===== src/rtl/scsi_cmd_seq.sv =====
module scsi_cmd_seq #(
  parameter int EXEC_CYCLES = 4,
  parameter int DF_DEPTH    = 16,
  parameter int CNT_W       = 24
) (
  input  logic       clk,
  input  logic       rst_n,
  input  logic       wr_en,
  input  logic [3:0] wr_addr,
  input  logic [7:0] wr_data,
  input  logic       rd_en,
  input  logic [3:0] rd_addr,
  output logic [7:0] rd_data,
  output logic       busy,
  output logic       bus_rst_ack
);
  localparam int TW = (EXEC_CYCLES > 2) ? $clog2(EXEC_CYCLES) : 1;
  localparam int AW = $clog2(DF_DEPTH);
  localparam int PW = $clog2(DF_DEPTH + 1);

  localparam logic [6:0] OP_NOP   = 7'd0;
  localparam logic [6:0] OP_CLR   = 7'd1;
  localparam logic [6:0] OP_RDEV  = 7'd2;
  localparam logic [6:0] OP_RBUS  = 7'd3;
  localparam logic [6:0] OP_DSTOP = 7'd4;

  logic [7:0]       q0, q1, q0_n, q1_n;
  logic [1:0]       cnt, cnt_n, cnt_p;
  logic [TW-1:0]    tmr;
  logic             locked, gerr, icmd;
  logic [7:0]       clkf, selto, cfg2;
  logic [CNT_W-1:0] start_cnt, xcnt;
  logic [7:0]       dmem [DF_DEPTH];
  logic [PW-1:0]    dcnt;
  logic             start, gross;

  wire        cmd_wr    = wr_en && wr_addr == 4'h3;
  wire [6:0]  wop       = wr_data[6:0];
  wire [6:0]  hop       = q0[6:0];
  wire        done      = cnt != 2'd0 && tmr == '0;
  wire        lock_post = (done && hop == OP_NOP) ? 1'b0 : locked;
  wire        accept    = cmd_wr && !(lock_post && wop != OP_NOP);
  wire        immed     = wop == OP_RDEV || wop == OP_RBUS || wop == OP_DSTOP;
  wire        rdev_acc  = accept && wop == OP_RDEV;
  wire        rd_clr    = rd_en && rd_addr == 4'h5;
  wire        ext_en    = cfg2[6];
  wire        df_push   = wr_en && wr_addr == 4'h2 && dcnt < PW'(DF_DEPTH);

  assign busy = cnt != 2'd0;

  always_comb begin
    q0_n  = q0;
    q1_n  = q1;
    cnt_p = done ? cnt - 2'd1 : cnt;
    cnt_n = cnt_p;
    start = 1'b0;
    gross = 1'b0;
    if (done) begin
      q0_n = q1;
      if (cnt == 2'd2) start = 1'b1;
    end
    if (accept) begin
      if (immed || cnt_p == 2'd0) begin
        q0_n  = wr_data;
        cnt_n = 2'd1;
        start = 1'b1;
      end else if (cnt_p == 2'd1) begin
        q1_n  = wr_data;
        cnt_n = 2'd2;
      end else begin
        gross = 1'b1;
      end
    end
  end

  always_ff @(posedge clk) begin
    if (!rst_n) begin
      q0 <= '0;
      q1 <= '0;
      cnt <= '0;
      tmr <= '0;
      locked <= 1'b0;
      xcnt <= '0;
    end else begin
      q0 <= q0_n;
      q1 <= q1_n;
      cnt <= cnt_n;
      locked <= rdev_acc ? 1'b1 : lock_post;
      if (start) tmr <= TW'(EXEC_CYCLES - 1);
      else if (tmr != '0) tmr <= tmr - 1'b1;
      if (start && q0_n[7])
        xcnt <= ext_en ? start_cnt : {{(CNT_W-16){1'b0}}, start_cnt[15:0]};
    end
  end

  always_ff @(posedge clk) begin
    if (!rst_n) begin
      gerr <= 1'b0;
      icmd <= 1'b0;
      bus_rst_ack <= 1'b0;
    end else begin
      bus_rst_ack <= done && hop == OP_RBUS;
      if (gross) gerr <= 1'b1;
      else if (rd_clr) gerr <= 1'b0;
      if (done && hop > OP_DSTOP) icmd <= 1'b1;
      else if (rd_clr) icmd <= 1'b0;
    end
  end

  always_ff @(posedge clk) begin
    if (!rst_n) begin
      clkf <= 8'd2;
      selto <= '0;
      cfg2 <= '0;
      start_cnt <= '0;
    end else begin
      if (wr_en) begin
        case (wr_addr)
          4'h0: start_cnt[7:0]   <= wr_data;
          4'h1: start_cnt[15:8]  <= wr_data;
          4'hE: start_cnt[23:16] <= wr_data;
          4'h5: selto <= wr_data;
          4'h9: clkf  <= wr_data;
          4'hC: cfg2  <= wr_data;
          default: ;
        endcase
      end
      if (rdev_acc) begin
        clkf  <= 8'd2;
        selto <= '0;
      end
    end
  end

  always_ff @(posedge clk) begin
    if (!rst_n) begin
      dcnt <= '0;
      for (int i = 0; i < DF_DEPTH; i++) dmem[i] <= '0;
    end else if (done && hop == OP_CLR) begin
      dcnt <= '0;
      dmem[0] <= '0;
    end else if (df_push) begin
      dmem[dcnt[AW-1:0]] <= wr_data;
      dcnt <= dcnt + 1'b1;
    end
  end

  always_comb begin
    case (rd_addr)
      4'h0: rd_data = xcnt[7:0];
      4'h1: rd_data = xcnt[15:8];
      4'h2: rd_data = dmem[0];
      4'h3: rd_data = q0;
      4'h4: rd_data = {1'b0, gerr, 6'b0};
      4'h5: rd_data = {1'b0, icmd, 6'b0};
      4'h7: rd_data = 8'(dcnt);
      4'h9: rd_data = clkf;
      4'hA: rd_data = selto;
      4'hC: rd_data = cfg2;
      4'hE: rd_data = ext_en ? xcnt[23:16] : 8'h00;
      default: rd_data = 8'h00;
    endcase
  end
endmodule



===== config.mk =====
export PLATFORM = sky130hd
export DESIGN_NAME = scsi_cmd_seq
export DESIGN_NICKNAME = d
export VERILOG_FILES = /design/src/rtl/scsi_cmd_seq.sv
export SDC_FILE = /design/constraint.sdc
export NUM_CORES = 1
export LEC_CHECK = 0
export BUFFER_PORTS_ARGS = -buffer_cell sky130_fd_sc_hd__buf_4
export CAP_MARGIN = 25
export CELL_PAD_IN_SITES_DETAIL_PLACEMENT = 0
export CELL_PAD_IN_SITES_GLOBAL_PLACEMENT = 1
export CORE_MARGIN = 2
export CORE_UTILIZATION = 41
export DETAILED_ROUTE_END_ITERATION = 8
export GPL_TIMING_DRIVEN = 0
export PLACE_DENSITY_LB_ADDON = 0.1
export SETUP_SLACK_MARGIN = 0.1
export SYNTH_ARGS = -nofsm -noshare
export SYNTH_HDL_FRONTEND = slang
export SYNTH_SLANG_ARGS = --single-unit

===== constraint.sdc =====
create_clock -name clk -period 2.9 [get_ports clk]
set_input_delay 0.145 -clock clk [delete_from_list [all_inputs] [get_ports clk]]
set_output_delay 0.145 -clock clk [all_outputs]
set_load 0.02 [all_outputs]

==> metrics.cfg, run 1 <==
[cts]
cts.sinks=109
cts_made_buffers=9
worstSkewPairLatency_ns=0.36
path_clk_slew_ns=0.08
cts_buffer_depth=2
cts_root_buf=clkbuf_16
cts_hold_buffers=0
cts_tree=yes
h-tree-depth=3

[layout]
nets=641
final_area_sq_um=5900
area_delta_synth_final_pct=13.9
drive_gt1_share_pct=9.82
utilization_pct=47.3
antenna_cells=0
fin_cells=793

[timing]
maxSlewHeadroom_pct=36.1
tightestPinTransition_ns=0.952
worst_slack_ns=0.279
slew_violations=0
rsz0062_at_grt=no
fin_hold_ws_ns=0.182
fmax_mhz=382
fin_setup_tns_ns=0
final.period_utilization_pct=90.4
period_minus_slack_ns=2.62
setup_viol=0
fin_skew_ns=0.0103
hold_viol=0

[global_route]
grt_pass1_wl_mm=23.9
antenna_found_initial=0
grt_pass1_vias=4045
grt.total_usage_pct=24.2
gr-total-overflow=0
grt_max_degree=20

[critical_path]
worstPathCellList=inv_1, ha_1, nand2b_1, o41ai_4, a41o_1, clkbuf_1, nor2_1
rrSetupSlack_ns=0.28
slowest_stage=clkbuf_1
end_kind=flip-flop
critPathMaxStageDelay_ns=0.49
reg2reg_from=cnt[0]$_SDFF_PN0_
crit_required_ns=3.13
cp_max_fo=10
cp-start-kind=flip-flop
arrival_ns=2.85
path_class=flip-flop to flip-flop
critical_path.top_delay_family=compound AO/OA/AOI/OAI gates
cp_num_buf_inv=2
crit_start=cnt[0]$_SDFF_PN0_

[synth]
synth.avg_cell_area_sq_um=8.96
synth_edf_count=8
ys_ff_latch=109
synthCells=578
async_flop_share_pct=0
synth_area_sq_um=5180
yosysSeqAreaShare_pct=43.7
synth_fp_nets=603
ys_types=60
synth-main-ff-cell=dfxtp_1
synth.yosys.warnings=0

[drt]
wire_per_inst_um=20.0
dr.pass1.iters=5
via_count=4358
antenna_left=0
drtIter0Drc=244
drc=0
routed_wl_mm=15.8
vias_per_cell=5.50

[floorplanning]
coreArea_sq_um=12500
rows=41
pin_count=30
die_y_um=116
start_util_pct=41.6
die_area_sq_um=13500
die_w_um=116

[power]
cellPowerDensity_nw_per_um2=586
vdd_drop_max_mv=0.435
cellLeakagePower_nw=2.25
total_power_mw=3.46

[placed_design]
place_ws_ns=0.0177
dpl_cell_area_sq_um=5570
dp.cells=773
port_buffers=23
dp_hpwl_mm=11.2
finalWeightedCongestion=0.905

[min_path]
hp-class=input port to flip-flop
min_from=wr_addr[2]

[run_status]
status=finished, final reports clean

[flow_run]
maxCapViolCount=0

==> cells in the mapped netlist, drive strengths merged, types with 3 or more instances <==
cell type	count	share of area, %
a221oi	4	0.68
a311oi	8	1.4
nand2	71	5.1
o21ai	17	1.6
o21a	3	0.43
nor4	4	0.60
a21oi	27	2.6
inv	9	0.65
dfxtp	101	39
a32oi	3	0.51
a22oi	9	1.3
clkbuf	32	2.3
nor2	76	5.5
and2	10	1.2
nor3b	6	0.87
mux2	4	0.87
buf	12	1.4
mux2i	80	16
edfxtp	8	4.6
nand2b	5	0.60
nand3	25	2.4
nor3	5	0.48
nor2b	10	1.2
nand3b	6	0.87
nor4b	3	0.63
o221ai	3	0.63
ha	5	1.2
==> cell type report <==
type                       count  area [sq um]
fill                        1275          6570
buffer                        44           191
inverter                       9          33.8
timing repair buffer          27           206
clock inverter                 6          52.6
multi-input combinational    416          2710
tap                          172           215
sequential                   109          2260
clock buffer                  10           229
==> worst register-to-register path: stages, from the launching register on <==
cell	delay (ns)
dfxtp_1	0.43
inv_1	0.09
ha_1	0.26
nand2b_1	0.26
o41ai_4	0.41
a41o_1	0.44
clkbuf_1	0.49
nor2_1	0.11
==> sequential cells by signal (all words and copies together) (netlist names), 8 cells and up <==
name,cells
clkf,8
xcnt,24
selto,8
dmem,8
q0,8
cfg2,8
q1,8
start_cnt,24
==> final timing paths <==
check | endpoint | depth (start not counted)
hold reg to reg | xcnt[1]$_SDFFE_PN0P_ | 2
setup / recovery | selto[6]$_SDFFE_PP0P_ | 7
hold / removal | locked$_SDFF_PN0_ | 4
setup reg to reg | selto[6]$_SDFFE_PP0P_ | 7
==> power by group <==
group | total (mW) | switching (mW) | internal (mW)
registers | 1.60 | 0.0374 | 1.56
logic | 0.644 | 0.423 | 0.221
clock network | 1.22 | 0.617 | 0.601
total | 3.46 | 1.08 | 2.38
==> layer usage <==
layer / track usage (%) / vias to the layer above / share of wire (%)
met5: 0 / - / 0
met4: 8.41 / 0 / 2.5
met3: 3.32 / 22 / 4.3
met2: 37.4 / 105 / 45
met1: 34.6 / 2110 / 48
li1: - / 2121 / -
==> cells by family after synthesis <==
logic type	share of synthesized area, %
AND/OR/NAND/NOR	21.4
flip-flops	43.7
AO/OA/AOI/OAI	12.1
multiplexers	16.6
buffers and inverters	4.32
adder cells (fa/ha/maj)	1.21
XOR/XNOR	0.676
==> layout by cell type (no fill, tap or decap), types with 3 or more instances in the layout <==
cell and n:
a32oi_1 3, nand3b_1 6, nor3_1 5, mux2_2 4
nor2b_1 10, nor4_1 3, o21a_1 3, nand2_1 71
mux2i_1 79, clkbuf_1 32, a22oi_1 9, o21ai_0 15
ha_1 5, buf_1 8, nor3b_1 6, buf_4 25
a311oi_1 8, inv_1 8, nand2b_1 5, nand3_1 25
edfxtp_1 8, a221oi_1 4, clkbuf_16 9, dfxtp_1 101
a21oi_1 27, nor2_1 76, and2_1 10
==> timing repair <==
action / in CTS / in global routing
endpoints found under the setup margin: 22 / 42
resized for setup: 1 / 3
pin swaps: 0 / 1
setup buffers: 2 / 0
Note: power is estimated with default switching activity, not from simulation.
==> inputs of run 2 (changes only) <==
--- a/config.mk
+++ b/config.mk
@@ -10,11 +10,12 @@
 export CELL_PAD_IN_SITES_DETAIL_PLACEMENT = 0
 export CELL_PAD_IN_SITES_GLOBAL_PLACEMENT = 1
 export CORE_MARGIN = 2
-export CORE_UTILIZATION = 41
+export CORE_UTILIZATION = 45
 export DETAILED_ROUTE_END_ITERATION = 8
 export GPL_TIMING_DRIVEN = 0
 export PLACE_DENSITY_LB_ADDON = 0.1
 export SETUP_SLACK_MARGIN = 0.1
+export SKIP_CTS_REPAIR_TIMING = 1
 export SYNTH_ARGS = -nofsm -noshare
 export SYNTH_HDL_FRONTEND = slang
 export SYNTH_SLANG_ARGS = --single-unit
==> metrics.cfg, run 2 (synthesis gave the netlist of run 1 again) <==
[global_route]
antenna_found_initial=0
grt_max_degree=18
grt_pass1_wl_mm=23.8
grt.total_usage_pct=25.3
gr-total-overflow=0
grt_pass1_vias=4182

[drt]
vias_per_cell=5.69
dr.pass1.iters=5
drc=0
wire_per_inst_um=19.7
routed_wl_mm=15.0
antenna_left=0
via_count=4337
drtIter0Drc=236

[layout]
top_regs=start_cnt x24, xcnt x24
fin_cells=762
final_cell_mix=101 x dfxtp_1, 79 x mux2i_1, 76 x nor2_1, 71 x nand2_1, 32 x clkbuf_1
area_delta_synth_final_pct=13.0
antenna_cells=0
drive_gt1_share_pct=9.53
final_common_cell=dfxtp_1
nets=640

[power]
p_sw_mw=1.02
switching_share_pct=29.4
p_int_mw=2.45
vdd_drop_max_mv=0.685
cellPowerDensity_nw_per_um2=593
p_clk_share_pct=35.6
cellLeakagePower_nw=2.24
p_comb_share_pct=18.4
seqPwrFrac_pct=46.0

[cts]
cts_root_buf=clkbuf_16
cts_made_buffers=9
cts.sinks=109
h-tree-depth=3
cts_tree=yes
worstSkewPairLatency_ns=0.36
path_clk_slew_ns=0.07
cts_buffer_depth=2

[timing]
period_minus_slack_ns=2.61
slew_violations=0
final.period_utilization_pct=89.9
maxSlewHeadroom_pct=33.6
tightestPinTransition_ns=0.989
fin_setup_tns_ns=0
setup_viol=0
hold_viol=0
rsz0062_at_grt=no
fin_skew_ns=0.00885
fin_hold_ws_ns=0.187
fmax_mhz=384

[critical_path]
crit_required_ns=3.18
path_class=flip-flop to flip-flop
cp-start-kind=flip-flop
cp_max_fo=10
worstPathCellList=inv_1, ha_1, nor2b_1, o31ai_1, o221ai_4, mux2i_4, buf_8, mux2i_1
slowest_stage=o31ai_1
end_kind=flip-flop
critical_path.top_delay_family=compound AO/OA/AOI/OAI gates
cp_num_buf_inv=2
critPathMaxStageDelay_ns=0.60
arrival_ns=2.89

[placed_design]
finalWeightedCongestion=0.936
dp.cells=744
dp_hpwl_mm=10.9
port_buffers=23

[floorplanning]
pin_count=30
coreArea_sq_um=11300
die_y_um=111
die_area_sq_um=12400
die_w_um=111
start_util_pct=45.8
rows=39

[min_path]
hp-class=input port to flip-flop

[flow_run]
maxCapViolCount=0

[run_status]
status=finished, final reports clean

[run 2: cell types whose count changed in the layout (fill, tap and decap cells not counted), sizes merged]
cell	previous run	this run
bufinv	0	1
clkbuf	44	43
clkinv	2	1
inv	13	12
[run 2: path summary, 6_finish.rpt]
check                                          startpoint                     to  slack, ns  cells past startpoint
worst max-delay path                  tmr[0]$_SDFFE_PN0P_  xcnt[18]$_SDFFE_PN0P_       0.29                      8
worst min-delay path                           wr_addr[3]      locked$_SDFF_PN0_       0.19                      4
worst max register to register        tmr[0]$_SDFFE_PN0P_  xcnt[18]$_SDFFE_PN0P_       0.29                      8
worst min register to register  start_cnt[9]$_SDFFE_PN0P_   xcnt[9]$_SDFFE_PN0P_       0.45                      2
[run 2: cell type report]
cell class                 count  area [sq um]
tap                          143           179
inverter                       9          33.8
fill                        1094          5470
multi-input combinational    416          2710
clock inverter                 5          58.8
buffer                        44           191
sequential                   109          2260
timing repair buffer          26           193
clock buffer                  10           229
[run 2: worst reg2reg max path, stage by stage, from the launching register on]
cell      delay (ns)
dfxtp_1         0.32
inv_1           0.06
ha_1            0.27
nor2b_1         0.19
o31ai_1         0.60
o221ai_4        0.29
mux2i_4         0.39
buf_8           0.21
mux2i_1         0.21
[run 2: power by group through the flow]
stage	logic, mW	clock network [mW]	registers (mW)
floorplan	0.436	0	1.62
global placement	0.612	0	1.63
detailed placement	0.624	0	1.63
CTS	0.629	1.26	1.60
global route	0.702	1.32	1.60
finish	0.639	1.24	1.60
[run 2: metal layers]
metal,up-vias,wire length (um),part of all wire [%],GRT usage [%]
li1,2110,-,-,-
met1,2087,7210,48,35.8
met2,116,6670,45,38.2
met3,24,732,4.9,5.90
met4,0,373,2.5,7.90
met5,-,0,0,0
[run 2: metrics by stage]
stage	util [%]	instance area, sq um	total power, mW	setup WS (ns)
CTS	51.4	5820	3.48	0.00741
detailed placement	48.9	5530	2.26	0.0460
global placement	48.9	5530	2.24	0.0608
global route	51.7	5860	3.63	0.101
finish	51.7	5860	3.47	0.294
floorplan	-	5180	2.06	0.530
